`config.mk`:
```
export PLATFORM = sky130hd
export DESIGN_NAME = hpet_mmio_regs
export DESIGN_NICKNAME = d
export VERILOG_FILES = /design/src/rtl/hpr_pkg.sv /design/src/rtl/hpr_access_decode.sv /design/src/rtl/hpr_main_counter.sv /design/src/rtl/hpr_irq_status.sv /design/src/rtl/hpr_timer_regs.sv /design/src/rtl/hpet_mmio_regs.sv
export SDC_FILE = /design/constraint.sdc
export NUM_CORES = 2
export LEC_CHECK = 0
export ABC_AREA = 1
export BUFFER_PORTS_ARGS = -buffer_cell sky130_fd_sc_hd__buf_2
export CELL_PAD_IN_SITES_DETAIL_PLACEMENT = 2
export CELL_PAD_IN_SITES_GLOBAL_PLACEMENT = 2
export CORE_AREA = 2 2 577 579
export CTS_CLUSTER_SIZE = 14
export DETAILED_ROUTE_END_ITERATION = 8
export DIE_AREA = 0 0 579 581
export PLACE_DENSITY_LB_ADDON = 0.2
export SLEW_MARGIN = 20
export SYNTH_ARGS = -nofsm -noshare
export SYNTH_HDL_FRONTEND = slang
export SYNTH_SLANG_ARGS = --single-unit
```
`constraint.sdc`:
```
create_clock -name clk -period 3.05 [get_ports clk]
set_input_delay 0.7625 -clock clk [delete_from_list [all_inputs] [get_ports clk]]
set_output_delay 0.7625 -clock clk [all_outputs]
set_load 0.02 [all_outputs]
```
`src/rtl/hpr_pkg.sv`:
```
// Package: shared constants, register kinds and the lane-merge helper for
// the timer register front end. Assumes a 64-bit register view on the bus.
package hpr_pkg;

    localparam logic [1:0] SZ_WORD  = 2'b10;
    localparam logic [1:0] SZ_DWORD = 2'b11;

    localparam int unsigned OFS_CAP  = 32'h000;
    localparam int unsigned OFS_GCFG = 32'h008;
    localparam int unsigned OFS_STS  = 32'h010;
    localparam int unsigned OFS_CNT  = 32'h018;
    localparam int unsigned TMR_BASE = 32'h040;
    localparam int unsigned TMR_STEP = 32'h020;

    // Writable channel configuration bits: 1,2,3,6,13:9,14
    localparam logic [63:0] TCFG_WMASK = 64'h0000_0000_0000_7E4E;
    localparam int TB_VSET    = 6;
    localparam int TB_PERCAP  = 4;
    localparam int TB_FSBCAP  = 15;

    typedef enum logic [2:0] {
        RG_NONE, RG_CAP, RG_GCFG, RG_STS, RG_CNT, RG_TCFG, RG_TCMP, RG_TMSG
    } reg_kind_t;

    // Replace the masked lanes of old with data
    function automatic logic [63:0] lane_merge(input logic [63:0] old_v,
                                               input logic [63:0] data,
                                               input logic [63:0] mask);
        return (old_v & ~mask) | (data & mask);
    endfunction

endpackage

```
`src/rtl/hpr_access_decode.sv`:
```
// Access decoder: checks size and natural alignment, selects the addressed
// register and channel, and aligns write data and lane mask to 64 bits.
// Assumes the channel window fits inside the ADDR_W-bit offset space.
module hpr_access_decode
    import hpr_pkg::*;
#(
    parameter int NT     = 8,
    parameter int ADDR_W = 10,
    localparam int IDX_W = (NT > 1) ? $clog2(NT) : 1
) (
    input  logic [ADDR_W-1:0] addr,
    input  logic [1:0]        size,
    input  logic [63:0]       wdata,
    output logic              acc_ok,
    output logic              hi_half,
    output reg_kind_t         kind,
    output logic [IDX_W-1:0]  tidx,
    output logic [63:0]       wmask,
    output logic [63:0]       wdata_al
);
    localparam int unsigned TMR_END = TMR_BASE + TMR_STEP * NT;

    logic [31:0] a32;
    logic [31:0] toff;

    assign a32  = 32'(addr);
    assign toff = a32 - TMR_BASE;

    // Size and alignment acceptance
    always_comb begin
        acc_ok = ((size == SZ_WORD)  && (addr[1:0] == 2'b00)) ||
                 ((size == SZ_DWORD) && (addr[2:0] == 3'b000));
        hi_half = (size == SZ_WORD) && addr[2];
    end

    // Lane mask and data alignment for 32-bit half writes
    always_comb begin
        if (size == SZ_DWORD) begin
            wmask    = '1;
            wdata_al = wdata;
        end else if (hi_half) begin
            wmask    = {32'hFFFF_FFFF, 32'h0};
            wdata_al = {wdata[31:0], 32'h0};
        end else begin
            wmask    = {32'h0, 32'hFFFF_FFFF};
            wdata_al = {32'h0, wdata[31:0]};
        end
    end

    // Register and channel selection
    always_comb begin
        kind = RG_NONE;
        tidx = toff[5 +: IDX_W];
        if (a32[31:3] == OFS_CAP[31:3])       kind = RG_CAP;
        else if (a32[31:3] == OFS_GCFG[31:3]) kind = RG_GCFG;
        else if (a32[31:3] == OFS_STS[31:3])  kind = RG_STS;
        else if (a32[31:3] == OFS_CNT[31:3])  kind = RG_CNT;
        else if (a32 >= TMR_BASE && a32 < TMR_END) begin
            case (toff[4:3])
                2'd0:    kind = RG_TCFG;
                2'd1:    kind = RG_TCMP;
                2'd2:    kind = RG_TMSG;
                default: kind = RG_NONE;
            endcase
        end
    end

endmodule

```
`src/rtl/hpr_main_counter.sv`:
```
// Main counter and general configuration: holds the enable and legacy bits,
// counts tick strobes while enabled, accepts software loads and raises a
// one-cycle restart pulse when the count base changes while running.
// Assumes CW <= 64.
module hpr_main_counter
    import hpr_pkg::*;
#(
    parameter int CW = 32
) (
    input  logic          clk,
    input  logic          rst_n,
    input  logic          tick,
    input  logic          gcfg_we,
    input  logic          cnt_we,
    input  logic [63:0]   wdata,
    input  logic [63:0]   wmask,
    output logic [CW-1:0] cnt,
    output logic [1:0]    gcfg,
    output logic          restart
);
    logic [63:0] gcfg_next;
    logic [63:0] cnt_merge;
    logic        run_next;

    assign gcfg_next = lane_merge({62'h0, gcfg}, wdata, wmask);
    assign cnt_merge = lane_merge(64'(cnt), wdata, wmask);
    assign run_next  = gcfg_we ? gcfg_next[0] : gcfg[0];

    // General configuration: only enable and legacy bits are stored
    always_ff @(posedge clk) begin
        if (!rst_n)       gcfg <= 2'b00;
        else if (gcfg_we) gcfg <= gcfg_next[1:0];
    end

    // Counter: software load has priority over a tick
    always_ff @(posedge clk) begin
        if (!rst_n)                cnt <= '0;
        else if (cnt_we)           cnt <= cnt_merge[CW-1:0];
        else if (gcfg[0] && tick)  cnt <= cnt + 1'b1;
    end

    // Restart pulse on a load while running or on the enable rising
    always_ff @(posedge clk) begin
        if (!rst_n) restart <= 1'b0;
        else        restart <= (cnt_we && gcfg[0]) || (run_next && !gcfg[0]);
    end

    AST_FROZEN_WHEN_OFF: assert property (@(posedge clk) disable iff (!rst_n)
        (!gcfg[0] && !cnt_we) |=> $stable(cnt));
    AST_TICK_STEP: assert property (@(posedge clk) disable iff (!rst_n)
        (gcfg[0] && tick && !cnt_we) |=> (cnt == $past(cnt) + 1'b1));

endmodule

```
`src/rtl/hpr_irq_status.sv`:
```
// Interrupt status word: channel events set bits, software write-1 clears
// them; a same-cycle event wins over a clear. Assumes NT <= 32.
module hpr_irq_status #(
    parameter int NT = 8
) (
    input  logic          clk,
    input  logic          rst_n,
    input  logic [NT-1:0] set,
    input  logic [NT-1:0] clr,
    output logic [NT-1:0] sts
);
    // Set-dominant write-1-to-clear update
    always_ff @(posedge clk) begin
        if (!rst_n) sts <= '0;
        else        sts <= (sts & ~clr) | set;
    end

    AST_W1C_CLEARS: assert property (@(posedge clk) disable iff (!rst_n)
        (|(clr & ~set)) |=> ((sts & $past(clr & ~set)) == '0));
    AST_EVENT_SETS: assert property (@(posedge clk) disable iff (!rst_n)
        (|set) |=> ((sts & $past(set)) == $past(set)));

endmodule

```
`src/rtl/hpr_timer_regs.sv`:
```
// One channel's registers: configuration with read-only capability fields,
// 32-bit comparator with write pulse, and a fully writable message route.
// Assumes at most one of the three write enables is high per cycle.
module hpr_timer_regs
    import hpr_pkg::*;
#(
    parameter logic [31:0] ROUTE_CAP = 32'h00F0_0000
) (
    input  logic        clk,
    input  logic        rst_n,
    input  logic        cfg_we,
    input  logic        cmp_we,
    input  logic        msg_we,
    input  logic [63:0] wdata,
    input  logic [63:0] wmask,
    output logic [63:0] cfg,
    output logic [31:0] cmp,
    output logic        cmp_wr,
    output logic [63:0] msg
);
    localparam logic [63:0] CFG_RST = {ROUTE_CAP, 16'h0,
                                       16'((1 << TB_FSBCAP) | (1 << TB_PERCAP))};

    logic [63:0] cmp_merge;
    assign cmp_merge = lane_merge({32'h0, cmp}, wdata, wmask);

    // Configuration: only the writable mask reaches storage; value-set clears on comparator write
    always_ff @(posedge clk) begin
        if (!rst_n)      cfg <= CFG_RST;
        else if (cfg_we) cfg <= lane_merge(cfg, wdata, wmask & TCFG_WMASK);
        else if (cmp_we) cfg[TB_VSET] <= 1'b0;
    end

    // Comparator value and its write pulse
    always_ff @(posedge clk) begin
        if (!rst_n) begin
            cmp    <= 32'hFFFF_FFFF;
            cmp_wr <= 1'b0;
        end else begin
            cmp_wr <= cmp_we;
            if (cmp_we) cmp <= cmp_merge[31:0];
        end
    end

    // Message route register
    always_ff @(posedge clk) begin
        if (!rst_n)      msg <= '0;
        else if (msg_we) msg <= lane_merge(msg, wdata, wmask);
    end

    AST_VSET_CLEARED: assert property (@(posedge clk) disable iff (!rst_n)
        cmp_we |=> !cfg[TB_VSET]);
    AST_RO_FIELDS_HELD: assert property (@(posedge clk) disable iff (!rst_n)
        cfg_we |=> ({cfg[63:32], cfg[TB_FSBCAP], cfg[TB_PERCAP]} ==
                    $past({cfg[63:32], cfg[TB_FSBCAP], cfg[TB_PERCAP]})));

endmodule

```
`src/rtl/hpet_mmio_regs.sv`:
```
// Top: register front end of the timer block. Decodes accesses, routes
// writes to the counter, status and channel registers, and returns
// registered read data one cycle after an accepted read.
// Assumes one access per cycle; the port is always ready.
module hpet_mmio_regs
    import hpr_pkg::*;
#(
    parameter int          NT        = 8,
    parameter int          ADDR_W    = 10,
    parameter logic [31:0] ROUTE_CAP = 32'h00F0_0000,
    parameter logic [15:0] VENDOR    = 16'h8086,
    parameter logic [31:0] TICK_FS   = 32'd100_000_000
) (
    input  logic             clk,
    input  logic             rst_n,
    input  logic             req_valid,
    output logic             req_ready,
    input  logic             req_write,
    input  logic [ADDR_W-1:0] req_addr,
    input  logic [1:0]       req_size,
    input  logic [63:0]      req_wdata,
    output logic             rsp_valid,
    output logic [63:0]      rsp_rdata,
    input  logic             tick_en,
    input  logic [NT-1:0]    chan_event,
    output logic [31:0]      cnt_value,
    output logic             cnt_run,
    output logic             cnt_restart,
    output logic             legacy_route,
    output logic [NT-1:0]    irq_status,
    output logic [NT*64-1:0] tmr_cfg,
    output logic [NT*32-1:0] tmr_cmp,
    output logic [NT-1:0]    tmr_cmp_wr,
    output logic [NT*64-1:0] tmr_msg
);
    localparam int IDX_W = (NT > 1) ? $clog2(NT) : 1;
    localparam logic [63:0] CAP_WORD = {TICK_FS, VENDOR, 1'b1, 1'b0, 1'b0,
                                        5'(NT - 1), 8'd1};

    logic             acc_ok, hi_half, wr_go, rd_go;
    reg_kind_t        kind;
    logic [IDX_W-1:0] tidx;
    logic [63:0]      wmask, wdata_al;
    logic [1:0]       gcfg;
    logic [63:0]      t_cfg [NT];
    logic [31:0]      t_cmp [NT];
    logic [63:0]      t_msg [NT];
    logic [63:0]      rd_full, rd_word;

    assign req_ready = 1'b1;
    assign wr_go = req_valid && req_write && acc_ok;
    assign rd_go = req_valid && !req_write;

    hpr_access_decode #(.NT(NT), .ADDR_W(ADDR_W)) u_dec (
        .addr(req_addr), .size(req_size), .wdata(req_wdata),
        .acc_ok(acc_ok), .hi_half(hi_half), .kind(kind), .tidx(tidx),
        .wmask(wmask), .wdata_al(wdata_al)
    );

    hpr_main_counter #(.CW(32)) u_cnt (
        .clk(clk), .rst_n(rst_n), .tick(tick_en),
        .gcfg_we(wr_go && kind == RG_GCFG), .cnt_we(wr_go && kind == RG_CNT),
        .wdata(wdata_al), .wmask(wmask),
        .cnt(cnt_value), .gcfg(gcfg), .restart(cnt_restart)
    );
    assign cnt_run      = gcfg[0];
    assign legacy_route = gcfg[1];

    hpr_irq_status #(.NT(NT)) u_sts (
        .clk(clk), .rst_n(rst_n), .set(chan_event),
        .clr((wr_go && kind == RG_STS) ? NT'(wdata_al & wmask) : '0),
        .sts(irq_status)
    );

    for (genvar g = 0; g < NT; g++) begin : g_tmr
        logic sel;
        assign sel = wr_go && (tidx == IDX_W'(g));
        hpr_timer_regs #(.ROUTE_CAP(ROUTE_CAP)) u_tmr (
            .clk(clk), .rst_n(rst_n),
            .cfg_we(sel && kind == RG_TCFG),
            .cmp_we(sel && kind == RG_TCMP),
            .msg_we(sel && kind == RG_TMSG),
            .wdata(wdata_al), .wmask(wmask),
            .cfg(t_cfg[g]), .cmp(t_cmp[g]), .cmp_wr(tmr_cmp_wr[g]), .msg(t_msg[g])
        );
        assign tmr_cfg[g*64 +: 64] = t_cfg[g];
        assign tmr_cmp[g*32 +: 32] = t_cmp[g];
        assign tmr_msg[g*64 +: 64] = t_msg[g];
    end

    // Read source selection; rejected or unmapped reads return zero
    always_comb begin
        rd_full = '0;
        if (acc_ok) begin
            case (kind)
                RG_CAP:  rd_full = CAP_WORD;
                RG_GCFG: rd_full = {62'h0, gcfg};
                RG_STS:  rd_full = 64'(irq_status);
                RG_CNT:  rd_full = {32'h0, cnt_value};
                RG_TCFG: rd_full = t_cfg[tidx];
                RG_TCMP: rd_full = {32'h0, t_cmp[tidx]};
                RG_TMSG: rd_full = t_msg[tidx];
                default: rd_full = '0;
            endcase
        end
        if (req_size == SZ_WORD)
            rd_word = hi_half ? {32'h0, rd_full[63:32]} : {32'h0, rd_full[31:0]};
        else
            rd_word = rd_full;
    end

    // Registered read response
    always_ff @(posedge clk) begin
        if (!rst_n) begin
            rsp_valid <= 1'b0;
            rsp_rdata <= '0;
        end else begin
            rsp_valid <= rd_go;
            if (rd_go) rsp_rdata <= rd_word;
        end
    end

    AST_RSP_AFTER_READ: assert property (@(posedge clk) disable iff (!rst_n)
        rsp_valid |-> $past(req_valid && !req_write));
    AST_REJECT_NO_CMP_WR: assert property (@(posedge clk) disable iff (!rst_n)
        (req_valid && req_write && !acc_ok) |=> (tmr_cmp_wr == '0));

endmodule

```
==> results.json <==
{
  "place_inst": 11600,
  "synth_area_per_cell_sq_um": 7.56,
  "end_kind": "flop",
  "cts_tree": "built",
  "first_pass_iters": 7,
  "leakagePower_nw": 26.8,
  "ys_seq_elements": 964,
  "slowest_delay_ns": 0.59,
  "async_reset_ff_share_pct": 0,
  "grt_setup_unrepaired": "false",
  "cts_buffers": 143,
  "maxSlewViolCount": 0,
  "max-slew-margin-rel_pct": 26.9,
  "cp_common_cell": "buf_12",
  "hold_slack_ns": 0.237,
  "synth-simple-area-share_pct": 9.82,
  "finalClockSkew_ns": 0.0703,
  "cap_violations": 0,
  "synthCells": 5989,
  "pin_count": 1486,
  "cts.sink_count": 964,
  "core_sq_um": 330000,
  "clockBufferDepth": 4,
  "period_minus_slack_ns": 3.03,
  "fmax_ghz": 0.330,
  "seq_area_frac_synth_pct": 42.6,
  "via_per_inst": 4.27,
  "path_class": "input port to flop",
  "synthAdderAreaFrac_pct": 0.193,
  "pre_cts_ws_ns": -1.09,
  "vias": 50700,
  "synth_mux_area_share_pct": 0,
  "fp.dieW_um": 579,
  "grt_pass1_vias": 52500,
  "fin_ws_ns": 0.0209,
  "min_period_over_period_pct": 99.3,
  "ctsHoldBuffers": 0,
  "grt_use_total_pct": 23.6,
  "ir_drop_uv": 340,
  "p_total_mw": 34.2,
  "wl_per_cell_um": 34.6,
  "ant_nets": 0,
  "worstHoldPathType": "input port to flop",
  "cp.arrival_ns": 3.75,
  "worstMarginPinSlew_ns": 1.09,
  "cpMaxStageDelayCell": "o21ai_1",
  "final_cells": 11900,
  "routed_wl_mm": 411,
  "fin_area_sq_um": 64500,
  "final_nets": 7477,
  "rows": 211,
  "cp_cell_sequence": "buf_2 -> buf_4 -> nor2_4 -> buf_12 -> inv_8 -> buf_12 -> buf_12 -> o22ai_1 -> o21ai_1 -> nand3_1 -> buf_4 -> nand3_1 -> buf_12 -> o211ai_1 -> a21oi_1",
  "syn_to_final_growth_pct": 42.5,
  "synth_top_family_by_area": "compound AO/OA/AOI/OAI gates",
  "dpl.hpwl_mm": 334,
  "numPortBuffers": 1052,
  "synth-edff-count": 0,
  "grt_overflow": 0,
  "rr_worst_depth": 11,
  "ys_warn_count": 0,
  "gp_congestion": 0.892,
  "ys_types": 52,
  "drcViolationCount": 0,
  "clk_latency_ns": 0.83,
  "outcome": "finished clean",
  "dieArea_sq_um": 336000,
  "grt_pass1_wl_mm": 532,
  "final_util_pct": 19.6,
  "htree_num_levels": 4,
  "grt_max_degree": 140,
  "dieHeight_um": 581,
  "drtIter0Drc": 3048,
  "drive_gt1_share_pct": 28.0,
  "antenna_found_initial": 71,
  "setup.worst_path.start_class": "input port",
  "synthFlopType": "dfxtp_1",
  "syn_area_sq_um": 45300,
  "clk_pin_slew_ns": 0.06,
  "crit_fanout": 23,
  "required_ns": 3.77,
  "hold_depth": 3,
  "root_buffer": "clkbuf_16",
  "start_util_pct": 13.7,
  "timing.final.hold_violations": 0,
  "synth-xor-area-share_pct": 0.522,
  "placed_cell_area_sq_um": 59700,
  "finalSetupViolCount": 0,
  "power_per_cell_area_nw_per_um2": 530,
  "setup-tns-final_ns": 0,
  "synth_compound_area_share_pct": 29.3
}
## cells in the mapped netlist (3+ instances only)
cell type,number,area share [%]
nor2_2,10,0.14
nor4_1,4,0.055
buf_6,5,0.12
buf_4,454,7.5
o22ai_1,303,4.2
nand3_4,9,0.35
a221oi_1,10,0.19
nand4_1,25,0.35
xor2_1,23,0.45
o21ai_1,129,1.4
buf_1,58,0.48
nand3_1,180,2.0
buf_2,61,0.67
a41oi_1,9,0.17
nor3_1,18,0.20
a22oi_1,15,0.25
nor2_4,5,0.12
o221ai_1,15,0.29
dfxtp_1,964,43
nand2_4,6,0.15
a211oi_2,6,0.17
o21ai_0,826,9.1
nor2_1,122,1.0
nand2_1,587,4.9
inv_1,668,5.5
a31oi_1,16,0.22
ha_1,7,0.19
o211ai_1,270,4.5
nand3b_1,3,0.050
nand2_2,12,0.17
clkbuf_1,359,3.0
nand3_2,5,0.11
nand4_2,4,0.11
inv_2,17,0.14
o2111ai_1,17,0.33
xnor2_1,4,0.077
o31ai_1,7,0.12
a21oi_1,738,8.2
## routing by layer
layer  track usage [%]  vias to the layer above  routed length (um)
met3              5.46                      331               26900
met5                 0                        -                  74
met1              29.0                    26300              173000
met2              40.2                     1686              197000
met4              7.65                       12               13900
li1                  -                    22400                   -
## path summary, 6_finish.rpt
check | start | to | slack [ns]
max | req_addr[5] | rsp_rdata[24]$_SDFFE_PN0P_ | 0.02
min | chan_event[2] | u_sts.sts[2]$_SDFF_PN0_ | 0.24
max reg2reg | flop | flop | 0.32
min reg2reg | flop | flop | 0.46
## logic make-up after synthesis
group,Yosys count
AND/OR/NAND/NOR,995
other,2
buffers and inverters,1626
adder cells (fa/ha/maj),7
AO/OA/AOI/OAI,2368
flip-flops,964
XOR/XNOR,27
## critical path, delay by kind of cell
family                 cells  cell delay [ns]
and+or+nand+nor            3             0.43
AOI/OAI and AO/OA          4             0.88
buffers and inverters      8             1.61
## final cells by class
cell class	count	area (sq um)
Fill cell	38500	265000
Multi-Input combinational cell	3830	19800
Sequential cell	964	19300
Timing Repair Buffer	1754	12500
Tap cell	4366	5460
Clock buffer	210	4280
Inverter	688	2620
Clock inverter	38	448
Antenna cell	21	52.6
## timing repair
item	in CTS	in global routing
endpoints found under the setup margin	6	15
pin swaps	0	1
setup buffers	0	1
resized for setup	7	11
hold endpoints to repair	0	0
## report_power, final
group | switching (mW) | leakage, nW | internal [mW]
sequential | 0.0377 | 7.78 | 12.6
combinational | 3.18 | 16.7 | 1.13
clock | 7.07 | 2.33 | 10.2
total | 10.3 | 26.8 | 23.9
## layout by cell type (no fill, tap or decap), types with 25 or more instances in the layout
cell type | synthesis | routed
conb_1 | 2 | 433
nor2_1 | 122 | 120
buf_12 | 1 | 157
a21oi_1 | 738 | 735
clkbuf_16 | 0 | 147
inv_1 | 668 | 663
dfxtp_1 | 964 | 963
clkbuf_8 | 0 | 36
nand4_1 | 25 | 25
o21ai_0 | 826 | 813
o211ai_1 | 270 | 270
clkbuf_1 | 359 | 27
o21ai_1 | 129 | 139
buf_4 | 454 | 543
nand3_1 | 180 | 174
buf_2 | 61 | 1051
o22ai_1 | 303 | 303
nand2_1 | 587 | 576
(Power assumes the default switching activity.)
